--- src/rtl/pic8_pkg.sv ---
package pic8_pkg;

    parameter int unsigned PIC_IN     = 8;
    parameter int unsigned PIC_DATA_W = 8;
    localparam int unsigned PIC_IDX_W = $clog2(PIC_IN);

    typedef enum logic [1:0] {
        ST_RUN  = 2'd0,
        ST_BASE = 2'd1,
        ST_CASC = 2'd2,
        ST_MODE = 2'd3
    } init_st_e;

    typedef struct packed {
        init_st_e              st;
        logic                  single;
        logic                  need_mode;
        logic                  aeoi;
        logic                  rd_isr;
        logic [PIC_DATA_W-1:0] base;
        logic [PIC_DATA_W-1:0] casc;
        logic [PIC_IN-1:0]     imr;
        logic [PIC_IN-1:0]     irr;
        logic [PIC_IN-1:0]     isr;
        logic [PIC_IN-1:0]     prev;
    } pic_state_t;

endpackage

--- src/rtl/pic8_prio.sv ---
module pic8_prio #(
    parameter int N = 8,
    localparam int W = $clog2(N)
) (
    input  logic [N-1:0] req,
    output logic         any,
    output logic [W-1:0] idx
);

    logic [N-1:0] above;
    logic [N-1:0] first;

    generate
        for (genvar g = 0; g < N; g++) begin : g_bit
            if (g == 0) begin : g_top
                assign above[g] = 1'b0;
            end else begin : g_rest
                assign above[g] = |req[g-1:0];
            end
        end
    endgenerate

    assign first = req & ~above;
    assign any   = |req;

    always_comb begin
        idx = '0;
        for (int i = 0; i < N; i++) begin
            if (first[i]) begin
                idx = idx | W'(i);
            end
        end
    end

endmodule

--- src/rtl/pic8_cmd_dec.sv ---
module pic8_cmd_dec #(
    parameter int DATA_W = 8
) (
    input  logic              wr_en,
    input  logic              addr,
    input  logic [DATA_W-1:0] wdata,
    output logic              is_init,
    output logic              is_spec_eoi,
    output logic              is_ns_eoi,
    output logic              is_sel,
    output logic              is_data
);

    logic cmd_wr;
    logic op_word;

    assign cmd_wr      = wr_en & ~addr;
    assign op_word     = cmd_wr & ~wdata[4] & ~wdata[3];
    assign is_init     = cmd_wr & wdata[4];
    assign is_spec_eoi = op_word & (wdata[7:5] == 3'b011);
    assign is_ns_eoi   = op_word & (wdata[7:5] == 3'b001);
    assign is_sel      = cmd_wr & ~wdata[4] & wdata[3] & wdata[1];
    assign is_data     = wr_en & addr;

endmodule

--- src/rtl/pic8_ctrl.sv ---
module pic8_ctrl
    import pic8_pkg::*;
(
    input  logic                  clk,
    input  logic                  rst_n,
    input  logic                  wr_en,
    input  logic                  rd_en,
    input  logic                  addr,
    input  logic [PIC_DATA_W-1:0] wdata,
    output logic [PIC_DATA_W-1:0] rdata,
    input  logic [PIC_IN-1:0]     irq_in,
    input  logic                  ack,
    output logic                  int_out,
    output logic [PIC_DATA_W-1:0] vector,
    output logic [PIC_DATA_W-1:0] casc_cfg
);

    localparam int unsigned IDX_W = PIC_IDX_W;
    localparam logic [IDX_W-1:0] SPUR_IDX = IDX_W'(PIC_IN - 1);

    pic_state_t state_q, state_d;

    logic [PIC_IN-1:0] pend;
    logic              p_any, isr_any, fwd;
    logic [IDX_W-1:0]  p_idx, isr_idx, sel_idx;
    logic              is_init, is_spec_eoi, is_ns_eoi, is_sel, is_data;

    logic [PIC_IN-1:0] cur_irr, cur_isr, cur_imr, cur_prev;
    logic              cur_aeoi;

    assign cur_irr  = state_q.irr;
    assign cur_isr  = state_q.isr;
    assign cur_imr  = state_q.imr;
    assign cur_prev = state_q.prev;
    assign cur_aeoi = state_q.aeoi;

    assign pend = state_q.irr & ~state_q.imr;

    pic8_prio #(.N(PIC_IN)) u_pend_prio (
        .req (pend),
        .any (p_any),
        .idx (p_idx)
    );

    pic8_prio #(.N(PIC_IN)) u_isr_prio (
        .req (state_q.isr),
        .any (isr_any),
        .idx (isr_idx)
    );

    pic8_cmd_dec #(.DATA_W(PIC_DATA_W)) u_dec (
        .wr_en       (wr_en),
        .addr        (addr),
        .wdata       (wdata),
        .is_init     (is_init),
        .is_spec_eoi (is_spec_eoi),
        .is_ns_eoi   (is_ns_eoi),
        .is_sel      (is_sel),
        .is_data     (is_data)
    );

    // Forward only when the best pending input outranks all in-service bits
    assign fwd      = p_any && (!isr_any || (p_idx < isr_idx));
    assign sel_idx  = fwd ? p_idx : SPUR_IDX;
    assign int_out  = fwd;
    assign vector   = {state_q.base[PIC_DATA_W-1:IDX_W], sel_idx};
    assign casc_cfg = state_q.casc;

    always_comb begin
        rdata = '0;
        if (rd_en) begin
            if (addr) begin
                rdata = PIC_DATA_W'(state_q.imr);
            end else if (state_q.rd_isr) begin
                rdata = PIC_DATA_W'(state_q.isr);
            end else begin
                rdata = PIC_DATA_W'(state_q.irr);
            end
        end
    end

    always_comb begin
        logic [PIC_IN-1:0] rising;
        state_d    = state_q;
        rising     = irq_in & ~state_q.prev;
        state_d.prev = irq_in;

        // acknowledge moves the winner out of pending
        if (ack && fwd) begin
            state_d.irr[p_idx] = 1'b0;
            if (!state_q.aeoi) begin
                state_d.isr[p_idx] = 1'b1;
            end
        end
        state_d.irr = state_d.irr | rising;

        if (is_spec_eoi) begin
            state_d.isr[wdata[IDX_W-1:0]] = 1'b0;
        end
        if (is_ns_eoi && isr_any) begin
            state_d.isr[isr_idx] = 1'b0;
        end
        if (is_sel) begin
            state_d.rd_isr = wdata[0];
        end

        if (is_init) begin
            state_d.st        = ST_BASE;
            state_d.single    = wdata[1];
            state_d.need_mode = wdata[0];
            state_d.aeoi      = 1'b0;
            state_d.rd_isr    = 1'b0;
            state_d.casc      = '0;
            state_d.irr       = '0;
            state_d.isr       = '0;
        end

        if (is_data) begin
            unique case (state_q.st)
                ST_BASE: begin
                    state_d.base = {wdata[PIC_DATA_W-1:IDX_W], {IDX_W{1'b0}}};
                    if (!state_q.single) begin
                        state_d.st = ST_CASC;
                    end else if (state_q.need_mode) begin
                        state_d.st = ST_MODE;
                    end else begin
                        state_d.st = ST_RUN;
                    end
                end
                ST_CASC: begin
                    state_d.casc = wdata;
                    state_d.st   = state_q.need_mode ? ST_MODE : ST_RUN;
                end
                ST_MODE: begin
                    state_d.aeoi = wdata[1];
                    state_d.st   = ST_RUN;
                end
                default: begin
                    state_d.imr = wdata[PIC_IN-1:0];
                end
            endcase
        end
    end

    always_ff @(posedge clk or negedge rst_n) begin
        if (!rst_n) begin
            state_q           <= '0;
            state_q.st        <= ST_RUN;
            state_q.imr       <= '1;
        end else begin
            state_q <= state_d;
        end
    end

endmodule

--- config.mk ---
export PLATFORM = sky130hd
export DESIGN_NAME = pic8_ctrl
export DESIGN_NICKNAME = d
export VERILOG_FILES = /design/src/rtl/pic8_pkg.sv /design/src/rtl/pic8_prio.sv /design/src/rtl/pic8_cmd_dec.sv /design/src/rtl/pic8_ctrl.sv
export SDC_FILE = /design/constraint.sdc
export NUM_CORES = 1
export LEC_CHECK = 0
export BUFFER_PORTS_ARGS = -buffer_cell sky130_fd_sc_hd__buf_2
export CAP_MARGIN = 5
export CORE_MARGIN = 5
export CORE_UTILIZATION = 25
export CTS_BUF_LIST = sky130_fd_sc_hd__clkbuf_2
export DETAILED_ROUTE_END_ITERATION = 7
export SLEW_MARGIN = 30
export SYNTH_ARGS = -nofsm -noshare
export SYNTH_HDL_FRONTEND = slang
export SYNTH_SLANG_ARGS = --single-unit
--- constraint.sdc ---
create_clock -name clk -period 2.8 [get_ports clk]
set_clock_uncertainty 0.1 [all_clocks]
set_input_delay 0.42 -clock clk [delete_from_list [all_inputs] [get_ports clk]]
set_output_delay 0.42 -clock clk [all_outputs]
set_load 0.02 [all_outputs]
==> results.sh, run 1 <==
export IMPL_fp_dieW_um=119
export IMPL_synth_fp_nets=347
export IMPL_synthToLayoutAreaGrowth_pct=22.1
export IMPL_cts_made_buffers=5
export IMPL_post_route_min_period_ps=3190
export IMPL_coreArea_um2=11900
export IMPL_multi_input_area_um2=1640
export IMPL_dp_hpwl_mm=6.40
export IMPL_die_h_um=119
export IMPL_dieArea_um2=14200
export IMPL_pin_count=47
export IMPL_synth_top_family_by_area="simple AND/OR/NAND/NOR gates"
export IMPL_rsz0062_at_grt="yes"
export IMPL_syn_area_per_cell_um2=9.25
export IMPL_synth_compound_area_share_pct=17.3
export IMPL_cts_sinks=51
export IMPL_via_count=2659
export IMPL_synth_async_sr_flop_share_pct=100
export IMPL_yosysUniqueCellTypes=50
export IMPL_crit_type="reg -> out"
export IMPL_overflow=0
export IMPL_grt_max_degree=52
export IMPL_synth_warnings=0
export IMPL_drive_gt1_share_pct=31.9
export IMPL_drc=0
export IMPL_finalMaxSlewViolations=0
export IMPL_antenna_found_initial=0
export IMPL_violations="setup timing"
export IMPL_cts_root_buf="clkbuf_2"
export IMPL_synth_mux_area_share_pct=7.20
export IMPL_drt_initial_drc_count=122
export IMPL_cts_max_path_buffers=2
export IMPL_ir_drop_mv=0.440
export IMPL_clkTransAtPathRegs_ps=280
export IMPL_fmax_ghz=0.313
export IMPL_hold_violations=0
export IMPL_status="finished, violations left"
export IMPL_synth_simple_area_share_pct=25.7
export IMPL_drt_pre_antenna_iters=4
export IMPL_setup_viol=4
export IMPL_row_count=40
export IMPL_ys_ff_latch=51
export IMPL_syn_inst=323
export IMPL_post_place_cells=505
export IMPL_grt_pass1_vias=2582
export IMPL_slew_limit_headroom_pct=35.1
export IMPL_track_usage_pct=12.1
export IMPL_seq_area_frac_synth_pct=43.0
export IMPL_routedWlPerCell_um=16.3
export IMPL_p_leak_nw=1.55
export IMPL_grt_pass1_wl_mm=13.8
export IMPL_start_util_pct=25.2
export IMPL_tritoncts="built"
export IMPL_drtAntennaViolNets=0
export IMPL_cp_required_ps=2280
export IMPL_fin_crit_sh_pct=114
export IMPL_synthAdderAreaFrac_pct=0.837
export IMPL_fin_util_pct=30.8
export IMPL_htree_levels=2
export IMPL_post_drt_via_cell_ratio=5.05
export IMPL_seqCellArea_um2=1290
export IMPL_fillers=1214
export IMPL_maxCapViolations=0
export IMPL_min_path_type="in -> reg"
export IMPL_synth_area_um2=2990
export IMPL_clk_latency_ps=470
export IMPL_gp_congestion=0.915
export IMPL_cp_max_fo=5
export IMPL_synth_xor_area_share_pct=0
export IMPL_final_cell_mix="dfrtp_1, buf_2, nand2_1"
export IMPL_synth_edf_count=0
export IMPL_critPathArrivalTime_ps=2670
export IMPL_cp_start_kind="flip-flop"
export IMPL_synth_flop_cell="dfrtp_1"
export IMPL_setup_tns_ps=-1450
export IMPL_drt_total_wl_mm=8.60
export IMPL_power_density_nw_per_um2=1310
export IMPL_worstMarginPinSlew_ps=965
export IMPL_stdcell_count=527
export IMPL_layout_nets=402
export IMPL_portBuffers=46
export IMPL_worstSetupEndpointType="output port"
export IMPL_worst_slack_ps=-390
through the flow:
| step | power, mW | hold slack (ps) | worst slack [ps] | cell area, um^2 |
|---|---|---|---|---|
| 4_1_cts | 4.49 | 56.0 | -389 | 3580 |
| 3_3_place_gp | 3.82 | 380 | -76.0 | 3360 |
| 2_1_floorplan | 3.07 | 24.4 | 18.7 | 2990 |
| 3_5_place_dp | 3.87 | 386 | -86.9 | 3360 |
| 5_1_grt | 5.09 | 83.0 | -522 | 3650 |
| 6_report | 4.77 | 78.8 | -390 | 3650 |
flip-flops by register name, summed over array words and instances, names as in the netlist:
register and flops:
casc_cfg 8, cur_isr 8, state_q 5, vector 5
cur_aeoi 1, cur_irr 8, cur_imr 8, cur_prev 8
worst max-delay path, stage by stage, from the launching register on:
cell and delay, ps:
dfstp_2 630, nor2b_2 50, or4_4 550, nor2_4 120, ha_4 220, a21oi_4 160, a21o_1 160, and3_1 170
buf_4 130
where the power goes:
part / internal (mW) / switching, mW / total [mW]
Sequential: 1.02 / 0.269 / 1.29
Clock: 0.0553 / 0.252 / 0.307
Combinational: 1.37 / 1.80 / 3.17
Total: 2.45 / 2.32 / 4.77
per-layer routing:
layer	GRT usage (%)	wire length (um)	up-vias
met3	2.09	326	17
met4	4.01	220	0
met5	0	0	-
li1	-	-	1263
met1	15.9	3750	1313
met2	20.2	4300	66
what timing repair did:
action                                  in CTS  in global routing
endpoints found under the setup margin       7                 13
endpoints found under the hold margin       51                  0
hold buffers                                 9                  0
pin swaps                                    5                  6
resized for setup                           13                 11
buffers inserted                             3                  1
cell families (layout without fill, tap and decap cells):
| group | Yosys count | in the layout |
|---|---|---|
| buffers and inverters | 32 | 88 |
| other | 0 | 1 |
| adder cells (fa/ha/maj) | 2 | 2 |
| AO/OA/AOI/OAI | 79 | 79 |
| multiplexers | 20 | 20 |
| AND/OR/NAND/NOR | 139 | 139 |
| flip-flops | 51 | 51 |
cell type report:
class                      count  area share [%]
antenna                        1          0.0686
clock buffer                   5           0.686
clock inverter                 3           0.412
inverter                       5           0.514
multi-input combinational    240            44.9
sequential                    51            35.3
tap                          147            5.04
timing repair buffer          75            13.1
synthesized netlist by cell type, types with 2 or more instances:
library cell	instances	area (um^2)
and2_1	10	62.6
nor4_2	2	25.0
nor4_1	4	25.0
a31oi_1	12	75.1
o21a_1	2	15.0
nor3_2	2	20.0
o21ai_1	3	15.0
ha_1	2	25.0
nor2b_2	2	17.5
nor3_1	7	35.0
nor2b_1	8	50.1
nand3_1	13	65.1
or2_2	3	18.8
mux2_2	12	135
and3_1	2	12.5
clkbuf_1	11	41.3
inv_1	5	18.8
mux2i_1	8	80.1
nand2_1	39	146
buf_4	13	97.6
o21ai_0	29	145
o31ai_1	8	60.1
o211ai_1	2	15.0
a22oi_1	2	15.0
nand2b_1	18	113
nand4b_1	2	17.5
a21oi_1	10	50.1
dfrtp_1	43	1080
a41oi_1	4	35.0
nand4_1	4	25.0
nor2_1	13	48.8
dfstp_2	8	210
or4_1	2	15.0
or4b_1	2	20.0
final timing paths:
check	end	from	depth (start not counted)	slack, ps
worst max register to register	cur_irr[4]$_DFF_PN0_	cur_imr[2]$_DFFE_PN1P_	11	10
worst min register to register	cur_irr[3]$_DFF_PN0_	cur_prev[3]$_DFF_PN0_	2	430
worst min-delay path	state_q[48]$_DFFE_PN0P_	wdata[4]	2	80
max in group asynchronous	state_q[48]$_DFFE_PN0P_	rst_n	3	1710
min in group asynchronous	cur_prev[3]$_DFF_PN0_	rst_n	3	450
worst max-delay path	int_out	cur_imr[2]$_DFFE_PN1P_	8	-390
Note: power is estimated with default switching activity, not from simulation.
==> inputs of run 2 (changes only) <==
--- a/config.mk
+++ b/config.mk
@@ -5,7 +5,7 @@
 export SDC_FILE = /design/constraint.sdc
 export NUM_CORES = 1
 export LEC_CHECK = 0
-export BUFFER_PORTS_ARGS = -buffer_cell sky130_fd_sc_hd__buf_2
+export BUFFER_PORTS_ARGS = -buffer_cell sky130_fd_sc_hd__buf_4
 export CAP_MARGIN = 5
 export CORE_MARGIN = 5
 export CORE_UTILIZATION = 25
==> results.sh, run 2 (synthesis results as in run 1) <==
export IMPL_crit_path_start="cur_imr[1]$_DFFE_PN1P_"
export IMPL_cp_start_kind="flip-flop"
export IMPL_maxCapViolations=0
export IMPL_p_leak_nw=1.59
export IMPL_track_usage_pct=11.8
export IMPL_tritoncts="built"
export IMPL_via_count=2622
export IMPL_status="finished, violations left"
export IMPL_worstSetupEndpointType="output port"
export IMPL_cts_made_buffers=5
export IMPL_dp_hpwl_mm=6.34
export IMPL_fin_util_pct=31.9
export IMPL_fin_total_pwr_mw=5.22
export IMPL_worst_slack_ps=-403
export IMPL_htree_levels=2
export IMPL_drtAntennaViolNets=0
export IMPL_drc=0
export IMPL_clkTransAtPathRegs_ps=290
export IMPL_antenna_cells=0
export IMPL_clk_latency_ps=460
export IMPL_fmax_ghz=0.312
export IMPL_start_util_pct=25.2
export IMPL_row_count=40
export IMPL_critPathArrivalTime_ps=2680
export IMPL_ir_drop_mv=0.490
export IMPL_post_route_min_period_ps=3200
export IMPL_crit_slowest_cell="dfstp_2"
export IMPL_grt_pass1_wl_mm=13.4
export IMPL_min_from="wdata[4]"
export IMPL_fin_crit_sh_pct=114
export IMPL_layout_nets=401
export IMPL_drt_initial_drc_count=181
export IMPL_pin_count=47
export IMPL_worstMarginPinSlew_ps=1050
export IMPL_max_stage_delay_ps=600
export IMPL_drive_gt1_share_pct=33.3
export IMPL_cts_max_path_buffers=2
export IMPL_overflow=0
export IMPL_setup_viol=4
export IMPL_dieArea_um2=14200
export IMPL_finalMaxSlewViolations=0
export IMPL_gp_congestion=0.905
export IMPL_min_path_type="in -> reg"
export IMPL_cp_required_ps=2280
export IMPL_slew_limit_headroom_pct=29.4
export IMPL_routedWlPerCell_um=16.9
export IMPL_die_h_um=119
export IMPL_grt_pass1_vias=2543
export IMPL_drt_pre_antenna_iters=4
export IMPL_cp_max_fo=5
export IMPL_fp_dieW_um=119
export IMPL_rsz0062_at_grt="yes"
export IMPL_cts_sinks=51
export IMPL_cts_root_buf="clkbuf_2"
export IMPL_layout_commonest_cell="buf_4"
export IMPL_place_ws_ps=-51.5
export IMPL_coreArea_um2=11900
export IMPL_power_density_nw_per_um2=1380
export IMPL_final_cell_mix="buf_4, dfrtp_1, nand2_1"
export IMPL_portBuffers=46
export IMPL_grt_max_degree=52
export IMPL_post_drt_via_cell_ratio=4.99
export IMPL_worstPathCellList="and2b_1 > or4_4 > nor2_4 > ha_4 > a21oi_4 > a21o_4 > and3_4 > buf_6"
export IMPL_violations="setup timing"
export IMPL_r2r_start="cur_imr[1]$_DFFE_PN1P_"
export IMPL_antenna_found_initial=0
export IMPL_hold_violations=0
export IMPL_fillers=1215
export IMPL_synthToLayoutAreaGrowth_pct=26.7
export IMPL_drt_total_wl_mm=8.85
export IMPL_crit_type="reg -> out"
## run 2: cell types whose count changed in the layout (fill, tap and decap cells not counted), moves of 2 or more
cell      before  now
buf_2         43    0
buf_4         23   63
buf_6          0    2
clkinv_1       2    0
clkinv_2       0    2
## run 2: what timing repair did
item,in CTS,in global routing
pin swaps,5,7
hold buffers,9,0
endpoints found under the hold margin,51,0
setup endpoints to repair,7,13
gates resized for setup,13,16
buffers inserted,3,3
## run 2: final timing paths
path | endpoint | slack (ps) | cells past startpoint
max | int_out | -400 | 8
min | state_q[48]$_DFFE_PN0P_ | 70 | 2
max reg2reg | cur_isr[1]$_DFF_PN0_ | 0 | 11
min reg2reg | cur_irr[3]$_DFF_PN0_ | 420 | 2
max in group asynchronous | casc_cfg[3]$_DFF_PN0_ | 1770 | 2
min in group asynchronous | cur_prev[0]$_DFF_PN0_ | 370 | 2
## run 2: routing by layer
metal / global-route usage (%) / part of all wire (%) / wire [um]
met4: 4.37 / 2.9 / 258
met1: 14.7 / 42 / 3720
met5: 0 / 0 / 0
met2: 20.6 / 50 / 4470
met3: 1.90 / 4.6 / 405
## run 2: through the flow
| stage | instances | cell area (um^2) | hold WS [ps] | TNS (ps) |
|---|---|---|---|---|
| finish | 525 | 3790 | 70.5 | -1460 |
| global route | 525 | 3790 | 9.76 | -2130 |
| CTS | 523 | 3680 | 26.5 | -1520 |
| detailed placement | 503 | 3460 | 399 | -113 |
| global placement | 503 | 3460 | 390 | -116 |
| floorplan | 323 | 2990 | 24.4 | 0 |
## run 2: critical path: cells and delay by family, from the launching register on
kind	cells	cell delay (ps)
compound gates	2	350
fa+ha+maj	1	230
buf+inv	1	110
flops	1	600
simple gates	4	940
## run 2: area by class of cell
class                      count  area [um^2]  area share, %
timing repair buffer          74          586           15.5
inverter                       5         18.8          0.496
clock buffer                   5         25.0          0.661
sequential                    51         1290           34.0
clock inverter                 3         18.8          0.496
multi-input combinational    240         1670           44.1
tap                          147          184           4.86
## run 2: report_power, final
group,internal [mW],switching [mW]
logic,1.63,1.98
registers,1.02,0.272
clock network,0.0626,0.256
==> inputs of run 3 (changes only) <==
--- a/config.mk
+++ b/config.mk
@@ -11,6 +11,7 @@
 export CORE_UTILIZATION = 25
 export CTS_BUF_LIST = sky130_fd_sc_hd__clkbuf_2
 export DETAILED_ROUTE_END_ITERATION = 7
+export PLACE_DENSITY = 0.46
 export SLEW_MARGIN = 30
 export SYNTH_ARGS = -nofsm -noshare
 export SYNTH_HDL_FRONTEND = slang
==> results.sh, run 3 (synthesis results as in run 1) <==
export IMPL_via_count=2599
export IMPL_cp_start_kind="flip-flop"
export IMPL_fillers=1214
export IMPL_hold_depth=3
export IMPL_worstSetupEndpointType="output port"
export IMPL_status="finished, violations left"
export IMPL_antenna_found_initial=1
export IMPL_dieArea_um2=14200
export IMPL_slew_limit_headroom_pct=40.5
export IMPL_power_density_nw_per_um2=1290
export IMPL_rsz0062_at_grt="yes"
export IMPL_dp_hpwl_mm=6.64
export IMPL_grt_max_degree=52
export IMPL_cts_sinks=51
export IMPL_htree_levels=2
export IMPL_r2r_cells=11
export IMPL_drive_gt1_share_pct=31.1
export IMPL_fmax_ghz=0.319
export IMPL_drt_initial_drc_count=120
export IMPL_tritoncts="built"
export IMPL_start_util_pct=25.2
export IMPL_synthToLayoutAreaGrowth_pct=25.3
export IMPL_post_place_cells=505
export IMPL_post_route_min_period_ps=3130
export IMPL_final_cell_mix="buf_4, dfrtp_1, nand2_1"
export IMPL_busiest_layer="met2"
export IMPL_portBuffers=46
export IMPL_pin_count=47
export IMPL_crit_type="reg -> out"
export IMPL_finalMaxSlewViolations=0
export IMPL_overflow=0
export IMPL_stdcell_count=527
export IMPL_clkTransAtPathRegs_ps=290
export IMPL_crit_path_start="cur_imr[1]$_DFFE_PN1P_"
export IMPL_min_from="wdata[7]"
export IMPL_critPathArrivalTime_ps=2610
export IMPL_layout_nets=402
export IMPL_track_usage_pct=12.4
export IMPL_setup_viol=4
export IMPL_row_count=40
export IMPL_place_ws_ps=-62.6
export IMPL_grt_met1_usage_pct=15.9
export IMPL_min_path_type="in -> reg"
export IMPL_cp_required_ps=2280
export IMPL_worst_slack_ps=-333
export IMPL_cp_max_fo=5
export IMPL_cts_made_buffers=5
export IMPL_clk_latency_ps=460
export IMPL_worstMarginPinSlew_ps=884
export IMPL_drt_total_wl_mm=8.67
export IMPL_post_drt_via_cell_ratio=4.93
export IMPL_drc=0
export IMPL_coreArea_um2=11900
export IMPL_violations="setup timing"
export IMPL_fin_crit_sh_pct=112
export IMPL_routedWlPerCell_um=16.5
export IMPL_fp_dieW_um=119
export IMPL_maxCapViolations=0
export IMPL_drtAntennaViolNets=0
export IMPL_drt_pre_antenna_iters=4
export IMPL_die_h_um=119
export IMPL_gp_congestion=0.871
export IMPL_use_met3_pct=2.09
export IMPL_layout_commonest_cell="buf_4"
export IMPL_cts_max_path_buffers=2
export IMPL_grt_pass1_wl_mm=14.0
export IMPL_hold_violations=0
export IMPL_grtUsageMet2_pct=21.5
export IMPL_crit_end="int_out"
export IMPL_r2r_start="cur_imr[1]$_DFFE_PN1P_"
export IMPL_reg2reg_slack_ps=60
export IMPL_cts_root_buf="clkbuf_2"
export IMPL_rr_endpoint="cur_irr[4]$_DFF_PN0_"
export IMPL_p_leak_nw=1.58
export IMPL_ir_drop_mv=0.455
export IMPL_grt_pass1_vias=2590
run 3: per-stage QoR:
stage	power (mW)	hold slack (ps)	TNS, ps	utilization, %	cell area (um^2)
3_3_place_gp	4.04	387	-259	29.3	3480
2_1_floorplan	3.07	24.4	0	-	2990
3_5_place_dp	4.07	397	-138	29.3	3480
6_report	4.82	70.1	-1220	31.6	3740
4_1_cts	4.78	27.9	-1390	31.4	3720
5_1_grt	5.18	43.9	-2170	31.6	3740
run 3: layer usage:
metal / share of wire, % / up-vias
met5: 0 / -
met4: 1.9 / 0
met3: 3.7 / 10
met2: 49 / 53
met1: 45 / 1271
li1: - / 1265
run 3: timing repair:
item / CTS / global route
setup endpoints to repair: 7 / 8
pin swaps: 6 / 1
gates resized for setup: 14 / 3
hold buffers: 10 / 0
hold endpoints to repair: 52 / 0
setup buffers: 3 / 0
run 3: how the worst min path moves through the flow:
stage                                 end  slack [ps]
finish              casc_cfg[7]$_DFF_PN0_          70
detailed placement  vector[5]$_DFFE_PN0P_         400
global placement    vector[4]$_DFFE_PN0P_         390
floorplan           casc_cfg[0]$_DFF_PN0_          20
CTS                 casc_cfg[7]$_DFF_PN0_          30
global route        casc_cfg[7]$_DFF_PN0_          40
run 3: worst max-delay path: stages (launching register included):
cell and delay (ps):
dfstp_2 590, and2b_1 200, or4_4 440, nor2_4 110
ha_4 220, a21oi_4 150, a21o_1 160, and3_1 190
buf_6 120
run 3: area by class of cell:
type,instances,area [um^2],area share [%]
multi-input cells,240,1610,43.0
clock inverters,2,16.3,0.434
clock buffers,6,30.0,0.802
repair buffers,75,596,15.9
well taps,147,184,4.91
inverters,5,18.8,0.501
flip-flops and latches,51,1290,34.3
diodes,1,2.50,0.0668
run 3: power breakdown:
part / total [mW] / switching (mW) / internal [mW]
Combinational: 3.19 / 1.76 / 1.44
Sequential: 1.30 / 0.279 / 1.02
Clock: 0.327 / 0.258 / 0.0686
